### src/rtl/split_regfile_pkg.sv
package split_regfile_pkg;
  localparam int CODE_W  = 3;
  localparam int REG_NUM = 1 << CODE_W;
  localparam int GEN_W   = CODE_W - 1;
  localparam int CNT_IDX = 1;

  typedef struct packed {
    logic [REG_NUM-1:0] loEn;
    logic [REG_NUM-1:0] hiEn;
    logic               hiFromLow;
    logic               decCount;
    logic               loopReq;
  } rf_strobe_t;
endpackage

### src/rtl/split_regfile_ctrl.sv
module split_regfile_ctrl
  import split_regfile_pkg::*;
(
  input  logic              wrEn,
  input  logic [CODE_W-1:0] wrAddr,
  input  logic              wrByte,
  input  logic              loopDec,
  output rf_strobe_t        strobe
);
  logic [CODE_W-1:0] laneIdx;

  assign laneIdx = {1'b0, wrAddr[GEN_W-1:0]};

  always_comb begin
    strobe = '0;
    strobe.loopReq = loopDec;
    if (wrEn) begin
      if (wrByte) begin
        strobe.hiFromLow = 1'b1;
        if (wrAddr[CODE_W-1]) strobe.hiEn[laneIdx] = 1'b1;
        else                  strobe.loEn[laneIdx] = 1'b1;
      end else begin
        strobe.loEn[wrAddr] = 1'b1;
        strobe.hiEn[wrAddr] = 1'b1;
      end
    end
    // a normal write to the count register overrides the loop decrement
    strobe.decCount = loopDec & ~(strobe.loEn[CNT_IDX] | strobe.hiEn[CNT_IDX]);
  end
endmodule

### src/rtl/split_regfile_dp.sv
module split_regfile_dp
  import split_regfile_pkg::*;
#(
  parameter int DATA_W = 16,
  parameter int PORTS  = 2
) (
  input  logic                          clk,
  input  logic                          rst,
  input  rf_strobe_t                    strobe,
  input  logic [DATA_W-1:0]             wrData,
  input  logic [PORTS-1:0][CODE_W-1:0]  rdAddr,
  input  logic [PORTS-1:0]              rdByte,
  output logic [PORTS-1:0][DATA_W-1:0]  rdData,
  output logic                          loopZero
);
  localparam int HALF_W = DATA_W / 2;

  logic [HALF_W-1:0] loQ [REG_NUM];
  logic [HALF_W-1:0] hiQ [REG_NUM];
  logic [DATA_W-1:0] cntWord;
  logic [DATA_W-1:0] cntNext;
  logic [HALF_W-1:0] hiLane;

  assign cntWord  = {hiQ[CNT_IDX], loQ[CNT_IDX]};
  assign cntNext  = cntWord - DATA_W'(1);
  assign hiLane   = strobe.hiFromLow ? wrData[HALF_W-1:0] : wrData[DATA_W-1:HALF_W];
  assign loopZero = strobe.loopReq && (cntWord == DATA_W'(1));

  for (genvar r = 0; r < REG_NUM; r++) begin : g_reg
    logic decHere;
    assign decHere = (r == CNT_IDX) ? strobe.decCount : 1'b0;

    always_ff @(posedge clk) begin
      if (rst)                  loQ[r] <= '0;
      else if (strobe.loEn[r])  loQ[r] <= wrData[HALF_W-1:0];
      else if (decHere)         loQ[r] <= cntNext[HALF_W-1:0];
    end

    always_ff @(posedge clk) begin
      if (rst)                  hiQ[r] <= '0;
      else if (strobe.hiEn[r])  hiQ[r] <= hiLane;
      else if (decHere)         hiQ[r] <= cntNext[DATA_W-1:HALF_W];
    end
  end

  for (genvar p = 0; p < PORTS; p++) begin : g_port
    logic [CODE_W-1:0] gen;
    assign gen = {1'b0, rdAddr[p][GEN_W-1:0]};
    always_comb begin
      if (!rdByte[p])
        rdData[p] = {hiQ[rdAddr[p]], loQ[rdAddr[p]]};
      else if (rdAddr[p][CODE_W-1])
        rdData[p] = {{HALF_W{1'b0}}, hiQ[gen]};
      else
        rdData[p] = {{HALF_W{1'b0}}, loQ[gen]};
    end
  end
endmodule

### src/rtl/split_regfile.sv
module split_regfile
  import split_regfile_pkg::*;
#(
  parameter int DATA_W = 16
) (
  input  logic              clk,
  input  logic              rst,
  input  logic [CODE_W-1:0] rdAddrA,
  input  logic              rdByteA,
  output logic [DATA_W-1:0] rdDataA,
  input  logic [CODE_W-1:0] rdAddrB,
  input  logic              rdByteB,
  output logic [DATA_W-1:0] rdDataB,
  input  logic              wrEn,
  input  logic [CODE_W-1:0] wrAddr,
  input  logic              wrByte,
  input  logic [DATA_W-1:0] wrData,
  input  logic              loopDec,
  output logic              loopZero
);
  rf_strobe_t                 strobe;
  logic [1:0][DATA_W-1:0]     rdBus;

  split_regfile_ctrl ctrl_i (
    .wrEn    (wrEn),
    .wrAddr  (wrAddr),
    .wrByte  (wrByte),
    .loopDec (loopDec),
    .strobe  (strobe)
  );

  split_regfile_dp #(.DATA_W(DATA_W), .PORTS(2)) dp_i (
    .clk      (clk),
    .rst      (rst),
    .strobe   (strobe),
    .wrData   (wrData),
    .rdAddr   ({rdAddrB, rdAddrA}),
    .rdByte   ({rdByteB, rdByteA}),
    .rdData   (rdBus),
    .loopZero (loopZero)
  );

  assign rdDataA = rdBus[0];
  assign rdDataB = rdBus[1];
endmodule

### config.mk
export PLATFORM = sky130hd
export DESIGN_NAME = split_regfile
export DESIGN_NICKNAME = d
export VERILOG_FILES = /design/src/rtl/split_regfile_pkg.sv /design/src/rtl/split_regfile_ctrl.sv /design/src/rtl/split_regfile_dp.sv /design/src/rtl/split_regfile.sv
export SDC_FILE = /design/constraint.sdc
export NUM_CORES = 1
export LEC_CHECK = 0
export BUFFER_PORTS_ARGS = -buffer_cell sky130_fd_sc_hd__buf_4
export CORE_MARGIN = 8
export CORE_UTILIZATION = 65
export CTS_BUF_LIST = sky130_fd_sc_hd__clkbuf_16
export DETAILED_ROUTE_END_ITERATION = 12
export GPL_TIMING_DRIVEN = 0
export HOLD_SLACK_MARGIN = 0.03
export PLACE_DENSITY = 0.9
export SLEW_MARGIN = 20
export SYNTH_ARGS = -nofsm -noshare
export SYNTH_HDL_FRONTEND = slang
export SYNTH_SLANG_ARGS = --single-unit
### constraint.sdc
create_clock -name clk -period 7.2 [get_ports clk]
set_clock_uncertainty 0.05 [all_clocks]
set_input_delay 1.44 -clock clk [delete_from_list [all_inputs] [get_ports clk]]
set_output_delay 1.44 -clock clk [all_outputs]
set_load 0.02 [all_outputs]
## Word level (Yosys, flattened, before mapping)

Memory sizes are Yosys's and may differ from the RTL's.
Index checks and enable logic that the tools add are counted.

- Add/sub/neg operators: 1
- Order comparisons: 4
- Eq/ne operators: 1
- Muxes and demuxes: 89
- Bitwise gates (word level): 21
- Reductions and logical operators: 3

Operators with widths:

| kind | count |
|---|---|
| 8-bit two-way mux | 21 |
| 1-bit two-way mux | 60 |
| 16-bit two-way mux | 3 |
| 1-bit bitwise OR | 19 |
| 17-bit two-way mux | 1 |
| 16-bit by 1-bit equality test with 1-bit output, second input constant | 1 |
| 16-bit by 1-bit subtractor with 16-bit output, second input constant | 1 |
| 4-bit two-way mux | 2 |
| 2-bit by 4-bit less-than comparator with 1-bit output, second input constant | 1 |
| 3-bit by 4-bit less-than comparator with 1-bit output, second input constant | 1 |
| 1-bit demux with 3-bit select | 1 |
| 3-bit by 1-bit greater-or-equal comparator with 1-bit output, second input constant | 1 |
| 1-bit logical AND | 3 |
| 1-bit demux with 2-bit select | 1 |
| 2-bit by 1-bit greater-or-equal comparator with 1-bit output, second input constant | 1 |
| 1-bit bitwise AND | 1 |
| 1-bit inverter | 1 |

- Flip-flop bits (word level): 0
- RAM bits: 128
- Input bits: 32
- Output and inout bits: 33
- Word-level logic and storage cells: 121
- Memories: 2

Memories:

| memory | depth | bits a word | read ports | clocked after Yosys merged registers in | wr ports | RTL line | RTL |
|---|---|---|---|---|---|---|---|
| dp_i.hiQ | 8 | 8 | 5 | 0 | 8 | split_regfile_dp.sv:19 | `logic [HALF_W-1:0] hiQ [REG_NUM];` |
| dp_i.loQ | 8 | 8 | 5 | 0 | 8 | split_regfile_dp.sv:18 | `logic [HALF_W-1:0] loQ [REG_NUM];` |

## Logic depth before layout (Yosys ltp)

Gate-level depths: netlist (run 1).

- Word-level depth: 15
- Mapped depth: 6
- Gate-level depth less buffers: 6

## Modules after synthesis

A second synthesis (run 1) with hierarchy kept.

- Cells, all modules: 585
- Area, all modules: 7965.1 µm²

Modules (own cells, without submodules):

| module | times used | cells each | area each (µm²) | sequential area each (µm²) |
|---|---|---|---|---|
| split_regfile_dp | 1 | 558 | 7810.0 | 3843.7 |
| split_regfile_ctrl | 1 | 27 | 155.1 | 0.0 |

## Least setup slack after synthesis (run 1)

Ideal clock, no wire load.

- Kind: input to output
- From: input port rdAddrB[0]
- To: output port rdDataB[12]
- Arrival time: 2.716 ns
- Data required time: 5.710 ns
- Slack: 2.994 ns
- Cell stages on the path: 5
- Path through: buf_2 > buf_2 > mux4_2 > mux2i_1 > nor2_1

- Word-level cells in the longest chain between the ends: 2

Ends and longest elaborated chain:

| what | RTL line | RTL |
|---|---|---|
| start: declaration | split_regfile.sv:11 | `input logic [CODE_W-1:0] rdAddrB,` |
| memory read 8 x 8 bit | n/a |  |
| 16-bit two-way mux | split_regfile_dp.sv:50 | `if (!rdByte[p])` |
| end: declaration | split_regfile.sv:13 | `output logic [DATA_W-1:0] rdDataB,` |

Every way passes these cells.

## Final worst setup path (run 1)

- From: input port rdByteB
- To: output port rdDataB[3]

- Word-level cells in the longest chain between the ends: 1

Ends and longest elaborated chain:

| what | RTL line | RTL |
|---|---|---|
| start: declaration | split_regfile.sv:12 | `input logic rdByteB,` |
| 16-bit two-way mux | split_regfile_dp.sv:50 |  |

Every way passes these cells.

==> results.tsv, run 1 <==
metric	value	unit
layout_min_cycle_time	4.79	ns
ys_seq_elements	128	
dp.cells	760	
cp_top_family	buffers and inverters	
core_area	0.0115	mm2
clock_sinks	128	
grt_overflow_total	0	
syn_area	0.00764	mm2
endpoint_kind	output port	
cts_root_buf	clkbuf_16	
slew_headroom	26.3	%
totalWireLength	23600	um
antenna_left	0	
hold_buffers	0	
synth_cells	558	
fin_tns_setup	0	ns
crit_top_cell	clkbuf_1	
post-place-ws	2.55	ns
area_growth	16.4	%
slowest_stage	clkbuf_1	
wl_per_cell	29.9	um
io_pins	65	
grt_pass1_vias	6324	
ys_top_cells_by_area	edfxtp_1, mux4_2, nor2_1, mux2i_1, and2_1	
synth_area_per_cell	13.7	um2
async_reset_ff_share	0	%
mostFrequentLayoutCells	edfxtp_1, nor2_1, mux4_2	
ys_types	38	
yosys.area.top_type	edfxtp_1	
ir_worst_vdd	190	uV
drive_gt1_share	31.2	%
fin_ws	2.41	ns
hp-class	register to register	
place_hpwl	16400	um
fmax	209	MHz
n_antenna_cell	0	
clockBufferDepth	2	
rows	39	
drt_first_pass_iters	7	
fin_cells	791	
tritoncts	built	
vias	6014	
grt_usage	30.7	%
cp.buffers_inverters	3	
min_period_over_period	66.5	%
clk_pin_slew	0.05	ns
fillers	619	
rsz0062_at_grt	false	
crit_type	input pin to output port	
worstPathCellList	clkbuf_1 -> clkbuf_1 -> mux4_2 -> o22ai_1 -> nor2_1 -> buf_4	
power.leakage	3.30	nW
setup-violations-final	0	
die_h	124	um
critPathMaxFanout	10	
hold_viol	0	
worst_path_largest_cell_delay	0.60	ns
initial_utilization	66.6	%
numCtsBuffers	17	
htree_levels	4	
fin_area	0.00890	mm2
maxCapViolCount	0	
drv_slew	0	
synthFlopType	edfxtp_1	
grt_max_degree	17	
arrival	3.30	ns
gp_congestion	0.947	
drc	0	
vias_per_cell	7.60	
syn-num-nets	592	
num-nets-final	670	
insertion_delay	0.42	ns
postPlaceCellArea	0.00834	mm2
io_buffer_count	56	
cts_setup_buffers	0	
die_width	124	um
cts_resized	0	
ys_seq_area_share	50.3	%
grt_pass1_wl	35800	um
synth_edf_count	128	
worst_slew_pin_slew	1.08	ns
status	completed	
drtIter0Drc	771	
ys_warn_count	0	
cp.required	5.71	ns
dieArea	0.0155	mm2
cp-start-kind	input pin	
final_common_cell	edfxtp_1	
synthDominantCellAreaShare	50.3	%
cellPowerDensity	238	mW/mm2
antenna_found_initial	0	
[worst register-to-register path: stages (launching register included)]
cell	delay, ns
edfxtp_1	0.55
inv_1	0.14
ha_1	0.24
or3b_2	0.57
nor4_4	0.18
xnor2_1	0.19
o22ai_2	0.12
[power by group]
part	internal (mW)	leakage, nW	switching [mW]
Sequential	0.876	1.25	0.0564
Clock	0.499	0.276	0.318
Combinational	0.165	1.77	0.204
Total	1.54	3.30	0.578
[metal layers]
layer  part of all wire (%)  wire length, um  up-vias  global-route usage, %
li1                       -                -     2354                      -
met1                     32             7470     2871                   33.6
met2                     47            11100      647                   46.9
met3                     15             3610      142                   15.7
met4                    6.1             1430        0                   18.6
met5                      0                0        -                      0
[worst paths after layout]
kind | start | endpoint | slack [ns] | depth (start not counted)
worst max register to register | dp_i.loQ[1][1]$_DFFE_PP_ | dp_i.hiQ[1][4]$_DFFE_PP_ | 4.87 | 6
worst min-delay path | dp_i.loQ[1][4]$_DFFE_PP_ | dp_i.loQ[1][4]$_DFFE_PP_ | 0.78 | 2
worst min register to register | dp_i.loQ[1][4]$_DFFE_PP_ | dp_i.loQ[1][4]$_DFFE_PP_ | 0.78 | 2
worst max-delay path | rdByteB | rdDataB[3] | 2.41 | 6
[cell families after synthesis]
logic type / share of synthesized area [%]
AO/OA/AOI/OAI: 3.90
XOR/XNOR: 1.72
adder cells (fa/ha/maj): 0.327
buffers and inverters: 2.32
flip-flops: 50.3
multiplexers: 26.8
AND/OR/NAND/NOR: 14.6
[area by class of cell]
class                           instances  area (um2)  share of cell area, %
Inverter                                6        22.5                  0.253
Buffer                                 36         155                   1.74
Timing Repair Buffer                   59         462                   5.19
Tap cell                              143         179                   2.01
Multi-Input combinational cell        388        3680                   41.4
Clock inverter                         14         126                   1.42
Sequential cell                       128        3840                   43.2
Clock buffer                           17         425                   4.78
[synth_stat cells (2+ instances only)]
library cell / count
nand2_1: 18
clkbuf_1: 15
nand2b_1: 4
edfxtp_1: 128
buf_1: 5
mux2i_1: 24
nor2b_1: 2
o2bb2ai_1: 8
mux4_2: 78
mux4_1: 2
nand4_1: 4
xor2_1: 8
xnor2_1: 7
o31ai_1: 7
o22ai_1: 23
ha_1: 2
nor4_1: 5
buf_2: 15
and2_1: 32
nand3_1: 5
and3_1: 24
nor2_1: 115
inv_1: 6
nor4_2: 2
nor4_4: 2
nor3_1: 5
[sequential cells by signal (all words and copies together) (netlist names)]
name      cells
dp_i.hiQ     64
dp_i.loQ     64
[through the flow]
stage / hold slack (ns) / utilization [%] / total power, mW
2_1_floorplan: 0.626 / - / 1.16
3_3_place_gp: 0.692 / 71.9 / 1.27
3_5_place_dp: 0.738 / 72.7 / 1.30
4_1_cts: 0.750 / 77.5 / 2.10
5_1_grt: 0.791 / 77.6 / 2.16
6_report: 0.780 / 77.6 / 2.12
(Power assumes the default switching activity.)
==> run 2, diff against run 1 <==
--- a/config.mk
+++ b/config.mk
@@ -7,12 +7,12 @@
 export LEC_CHECK = 0
 export BUFFER_PORTS_ARGS = -buffer_cell sky130_fd_sc_hd__buf_4
 export CORE_MARGIN = 8
-export CORE_UTILIZATION = 65
+export CORE_UTILIZATION = 55
 export CTS_BUF_LIST = sky130_fd_sc_hd__clkbuf_16
 export DETAILED_ROUTE_END_ITERATION = 12
 export GPL_TIMING_DRIVEN = 0
 export HOLD_SLACK_MARGIN = 0.03
-export PLACE_DENSITY = 0.9
+export PLACE_DENSITY = 0.81
 export SLEW_MARGIN = 20
 export SYNTH_ARGS = -nofsm -noshare
 export SYNTH_HDL_FRONTEND = slang
==> constraint.sdc (replaced) <==
create_clock -name clk -period 4.23 [get_ports clk]
set_clock_uncertainty 0.05 [all_clocks]
set_input_delay 0.846 -clock clk [delete_from_list [all_inputs] [get_ports clk]]
set_output_delay 0.846 -clock clk [all_outputs]
set_load 0.02 [all_outputs]
==> run 2 against run 1 <==
Global-route usage down 3.7 points. Register-to-register slack worse by 3.0 ns. Cell count up 4.7%. Clock power up 76%. Die area up 16%. Setup slack worse by 1.9 ns. First-iteration DRC count up 6.0%. Flip-flop and latch count unchanged. Non-clock buffer count unchanged.
==> results.tsv, run 2 (synthesis gave the netlist of run 1 again) <==
metric	value	unit	change
worst_path_largest_cell_delay	0.64	ns	was 0.60 ns
fmax	268	MHz	
dieArea	0.0179	mm2	was 0.0155 mm2
htree_levels	4		unchanged
swShare	27.9	%	was 27.3%
hp-start	wrData[4]		was dp_i.loQ[1][4]$_DFFE_PP_
wl_per_cell	28.7	um	was 29.9 um
combPwrFrac	17.2	%	was 17.4%
register_area	0.00384	mm2	unchanged
clockBufferDepth	2		unchanged
wl_met1	7650	um	was 7470 um
crit_top_cell	clkbuf_1		unchanged
cp.required	3.33	ns	was 5.71 ns
top_layer	met4		unchanged
min_path_cells	2		unchanged
hp-class	input pin to register		was register to register
rr_startpoint	dp_i.loQ[1][0]$_DFFE_PP_		was dp_i.loQ[1][1]$_DFFE_PP_
die_width	134	um	was 124 um
slowest_stage	clkbuf_1		unchanged
initial_utilization	55.7	%	was 66.6%
final_common_cell	edfxtp_1		unchanged
core_area	0.0137	mm2	was 0.0115 mm2
worst_slew_pin_slew	0.987	ns	was 1.08 ns
io_pins	65		unchanged
grt_overflow_total	0		unchanged
endpoint_kind	output port		unchanged
reg.largest.list	dp_i.hiQ: 64 flops, dp_i.loQ: 64 flops		unchanged
wl_met2	11800	um	was 11100 um
critPathMaxFanout	10		unchanged
arrival	2.83	ns	was 3.30 ns
grt_pass1_vias	6089		was 6324
hold_viol	0		unchanged
antenna_found_initial	0		unchanged
setup-violations-final	0		unchanged
die_h	134	um	was 124 um
mostFrequentLayoutCells	edfxtp_1, nor2_1, mux4_2		unchanged
cellPowerDensity	407	mW/mm2	was 238 mW/mm2
clock_sinks	128		unchanged
r2r_slack	1.89	ns	was 4.87 ns
postPlaceCellArea	0.00838	mm2	was 0.00834 mm2
drv_slew	0		unchanged
grt_max_degree	17		unchanged
place_hpwl	16400	um	about the same
fin_area	0.00896	mm2	was 0.00890 mm2
tritoncts	built		unchanged
drt_first_pass_iters	5		was 7
rsz0062_at_grt	false		unchanged
r2r-end	dp_i.hiQ[1][4]$_DFFE_PP_		unchanged
worstPathCellList	clkbuf_1 -> clkbuf_1 -> mux4_2 -> o22ai_1 -> nor2_1 -> buf_4		unchanged
vias_per_cell	7.10		was 7.60
power.share.clock	39.4	%	was 38.6%
grt_pass1_wl	35500	um	was 35800 um
vias	5881		was 6014
wl_met3	3310	um	was 3610 um
maxCapViolCount	0		unchanged
ir_worst_vdd	190	uV	about the same
cts_setup_buffers	0		unchanged
grt_usage	27.0	%	was 30.7%
slew_headroom	32.3	%	was 26.3%
clk_pin_slew	0.06	ns	was 0.05 ns
numCtsBuffers	17		unchanged
min_period_over_period	88.2	%	
fin_tns_setup	0	ns	unchanged
rows	43		was 39
p_sw	1.02	mW	was 0.578 mW
fillers	974		was 619
io_buffer_count	56		unchanged
status	completed		unchanged
r2r_cells	6		unchanged
n_antenna_cell	0		unchanged
cp.buffers_inverters	3		unchanged
num-nets-final	670		unchanged
totalWireLength	23800	um	was 23600 um
seqPwrFrac	43.4	%	was 44.0%
hold_slack	0.737	ns	was 0.780 ns
power.leakage	3.30	nW	about the same
cts_root_buf	clkbuf_16		unchanged
area_growth	17.2	%	was 16.4%
drc	0		unchanged
cts_resized	0		unchanged
layout_min_cycle_time	3.73	ns	
drtIter0Drc	817		was 771
insertion_delay	0.43	ns	was 0.42 ns
hold_buffers	0		unchanged
p_int	2.63	mW	was 1.54 mW
antenna_left	0		unchanged
gp_congestion	0.914		was 0.947
drive_gt1_share	31.5	%	was 31.2%
multi_input_area	0.00369	mm2	was 0.00368 mm2
crit_type	input pin to output port		unchanged
cp_top_family	buffers and inverters		unchanged
cp-start-kind	input pin		unchanged
min_to	dp_i.loQ[1][4]$_DFFE_PP_		unchanged
-- run 2: cell count changes in the layout (fill, tap and decap cells not counted), sizes merged --
cell and delta:
clkinv -2, inv +2
-- run 2: power by group through the flow --
stage | Clock, mW | Combinational, mW | Sequential, mW
floorplan | 0 | 0.411 | 1.56
global placement | 0 | 0.586 | 1.59
detailed placement | 0 | 0.611 | 1.60
CTS | 1.43 | 0.617 | 1.58
global route | 1.46 | 0.658 | 1.59
finish | 1.44 | 0.627 | 1.58
-- run 2: routing by layer --
metal / up-vias / GRT usage [%]
li1: 2358 / -
met1: 2855 / 32.1
met2: 580 / 44.2
met3: 88 / 7.40
met4: 0 / 13.7
met5: - / 0
-- run 2: worst register-to-register path, delay by kind of cell (launching register included) --
kind	cells	cell delay, ns
adders and majority gates	1	0.24
and+or+nand+nor	2	0.75
AOI/OAI and AO/OA	1	0.10
xor gates and xnor gates	1	0.19
DFF	1	0.58
buffers and inverters	1	0.13
-- run 2: final cells by class --
type / count / area share [%]
clock buffers: 17 / 4.75
clock inverters: 14 / 1.59
inverters: 6 / 0.251
multi-input cells: 388 / 41.2
repair buffers: 59 / 5.07
plain buffers: 36 / 1.73
flip-flops and latches: 128 / 42.9
well taps: 180 / 2.51
-- run 2: how the worst max path moves through the flow --
| stage | startpoint | end | depth (start not counted) |
|---|---|---|---|
| 3_5_place_dp | rdByteB | rdDataB[4] | 6 |
| 3_3_place_gp | wrAddr[0] | dp_i.hiQ[6][7]$_SDFFCE_PN0P_ | 3 |
| 5_1_grt | rdByteB | rdDataB[4] | 6 |
| 6_report | rdByteB | rdDataB[4] | 6 |
| 2_1_floorplan | rdAddrB[0] | rdDataB[12] | 5 |
| 4_1_cts | rdByteB | rdDataB[4] | 6 |
-- run 2: stage by stage --
step           utilization [%]  setup slack (ns)  total power, mW  cells
2_1_floorplan                -              1.21             1.97    558
3_3_place_gp              60.4             0.297             2.17    794
3_5_place_dp              61.1             0.688             2.21    797
4_1_cts                   65.2             0.656             3.62    828
5_1_grt                   65.3             0.512             3.71    828
6_report                  65.3             0.500             3.65    828
==> run 3, diff against run 2 <==
--- a/config.mk
+++ b/config.mk
@@ -16,4 +16,5 @@
 export SLEW_MARGIN = 20
 export SYNTH_ARGS = -nofsm -noshare
 export SYNTH_HDL_FRONTEND = slang
+export SYNTH_HIERARCHICAL = 1
 export SYNTH_SLANG_ARGS = --single-unit
==> run 3 against run 2 <==
Power hardly changed. Combinational power up 0.6%. Clock power hardly changed. Register-to-register slack better by 0.23 ns. Core utilization fell by 1.1 points. Largest cell class unchanged. Die area up 3.7%. Setup slack gained 0.44 ns. Synthesized area up 4.2%. Fmax up 13%.
==> results.tsv, run 3 <==
metric	value	unit	change
cts_resized	0		unchanged
hp-class	input pin to register		unchanged
syn_area	0.00797	mm2	was 0.00764 mm2
ys_seq_elements	128		unchanged
ys_warn_count	6		was 0
synthDominantCellAreaShare	48.3	%	was 50.3%
grt_pass1_vias	5896		was 6089
cts_setup_buffers	0		unchanged
setup-violations-final	0		unchanged
fillers	1023		was 974
ys_seq_area_share	48.3	%	was 50.3%
numCtsBuffers	17		unchanged
hold_buffers	0		unchanged
synth_cells	585		was 558
maxCapViolCount	0		unchanged
reg.largest.list	dp_i/hiQ: 64 flops, dp_i/loQ: 64 flops		was dp_i.hiQ: 64 flops, dp_i.loQ: 64 flops
final_common_cell	edfxtp_1		unchanged
arrival	2.40	ns	was 2.83 ns
cp.required	3.33	ns	about the same
post-place-ws	0.985	ns	was 0.688 ns
endpoint_kind	output port		unchanged
worst_slew_pin_slew	1.08	ns	was 0.987 ns
synth_area_per_cell	13.6	um2	was 13.7 um2
vias_per_cell	6.72		was 7.10
power.total	3.65	mW	about the same
ys_types	41		was 38
fmax	304	MHz	was 268 MHz
dieArea	0.0186	mm2	was 0.0179 mm2
grt_usage	25.2	%	was 27.0%
n_antenna_cell	0		unchanged
totalWireLength	22800	um	was 23800 um
layout_min_cycle_time	3.29	ns	was 3.73 ns
clockBufferDepth	2		unchanged
die_width	136	um	was 134 um
cp-start-kind	input pin		unchanged
status	completed		unchanged
mostFrequentLayoutCells	edfxtp_1, nor2_1, buf_4		was edfxtp_1, nor2_1, mux4_2
insertion_delay	0.42	ns	was 0.43 ns
hold_viol	0		unchanged
io_buffer_count	58		was 56
fin_area	0.00922	mm2	was 0.00896 mm2
grt_overflow_total	0		unchanged
gp_congestion	0.878		was 0.914
clock_sinks	128		unchanged
core_area	0.0144	mm2	was 0.0137 mm2
clk_pin_slew	0.06	ns	about the same
drv_slew	0		unchanged
async_reset_ff_share	0	%	unchanged
rsz0062_at_grt	false		unchanged
fin_ws	0.937	ns	was 0.500 ns
drt_first_pass_iters	5		unchanged
wl_per_cell	26.5	um	was 28.7 um
tritoncts	built		unchanged
initial_utilization	55.4	%	was 55.7%
rows	44		was 43
syn-num-nets	619		was 592
yosys.area.top_type	edfxtp_1		unchanged
synthFlopType	edfxtp_1		unchanged
min_path_cells	2		unchanged
drc	0		unchanged
io_pins	65		unchanged
critPathMaxFanout	10		unchanged
num-nets-final	696		was 670
synth_edf_count	128		unchanged
grt_pass1_wl	34000	um	was 35500 um
min_period_over_period	77.8	%	was 88.2%
crit_type	input pin to output port		unchanged
htree_levels	4		unchanged
synth.top_cells.by_count	edfxtp_1, nor2_1, and2_1, mux4_2, mux2i_1		was edfxtp_1, nor2_1, mux4_2
cts_root_buf	clkbuf_16		unchanged
synth_most_common_cell	edfxtp_1		unchanged
antenna_left	0		unchanged
drive_gt1_share	28.7	%	was 31.5%
die_h	136	um	was 134 um
ir_worst_vdd	308	uV	was 190 uV
place_hpwl	16300	um	was 16400 um
slew_headroom	25.7	%	was 32.3%
antenna_found_initial	0		unchanged
r2r_cells	6		unchanged
vias	5774		was 5881
drtIter0Drc	598		was 817
postPlaceCellArea	0.00863	mm2	was 0.00838 mm2
area_growth	15.7	%	was 17.2%
ys_top_cells_by_area	edfxtp_1, mux4_2, mux4_1, nor2_1, and2_1		was edfxtp_1, mux4_2, nor2_1, mux2i_1, and2_1
cellPowerDensity	396	mW/mm2	was 407 mW/mm2
power.leakage	3.42	nW	was 3.30 nW
fin_tns_setup	0	ns	unchanged
grt_max_degree	17		unchanged
==> run 3: cell count changes after synthesis, moves of 8 or more <==
cell,delta
and2_1,+25
nand2b_1,+9
or2_2,+13
mux4_2,-21
and3_1,-24
o2bb2ai_1,-8
nand2_1,-10
buf_4,+13
mux4_1,+21
==> run 3: path summary, 6_finish.rpt <==
check                                                    end                      from  slack (ns)
worst max-delay path                              rdDataB[6]                   rdByteB        0.94
worst min-delay path            dp_i/loQ[2][5]$_SDFFCE_PN0P_                 wrData[5]        0.74
worst max register to register      dp_i/hiQ[1][6]$_DFFE_PP_  dp_i/loQ[1][1]$_DFFE_PP_        2.12
worst min register to register      dp_i/loQ[1][5]$_DFFE_PP_  dp_i/loQ[1][5]$_DFFE_PP_        0.78
==> run 3: layout make-up <==
type | count | area [um2] | share of cell area, %
sequential | 128 | 3840 | 41.7
tap | 184 | 230 | 2.50
multi-input combinational | 407 | 3810 | 41.4
buffer | 47 | 298 | 3.23
inverter | 3 | 11.3 | 0.122
timing repair buffer | 58 | 435 | 4.72
clock inverter | 15 | 163 | 1.76
clock buffer | 17 | 425 | 4.61
==> run 3: cells by family after synthesis <==
family                   after synthesis  synth area share [%]
AO/OA/AOI/OAI                         35                  2.81
XOR/XNOR                              14                  1.54
adder cells (fa/ha/maj)                2                 0.314
buffers and inverters                 50                  3.88
flip-flops                           128                  48.3
multiplexers                         104                  26.7
AND/OR/NAND/NOR                      252                  16.5
==> run 3: power by group <==
group / internal [mW] / total [mW] / switching, mW
clock network: 0.873 / 1.44 / 0.567
registers: 1.49 / 1.58 / 0.0915
logic: 0.295 / 0.631 / 0.336
==> run 3: critical path, stage by stage <==
cell,delay (ns)
clkbuf_1,0.28
buf_2,0.37
mux4_2,0.35
o22ai_1,0.28
nor2_1,0.10
buf_4,0.17
==> run 3: per-layer routing <==
metal	GRT usage (%)	vias to the layer above	share of wire (%)
li1	-	2414	-
met1	29.2	2841	35
met2	41.7	439	49
met3	6.54	80	12
met4	14.3	0	4.5
met5	0	-	0
==> run 3: stage by stage <==
step                utilization, %  hold WS, ns  cells
global placement              60.1        0.733    827
finish                        64.2        0.742    859
global route                  64.2        0.743    859
CTS                           64.2        0.735    859
detailed placement            60.1        0.775    827
floorplan                        -        0.642    585
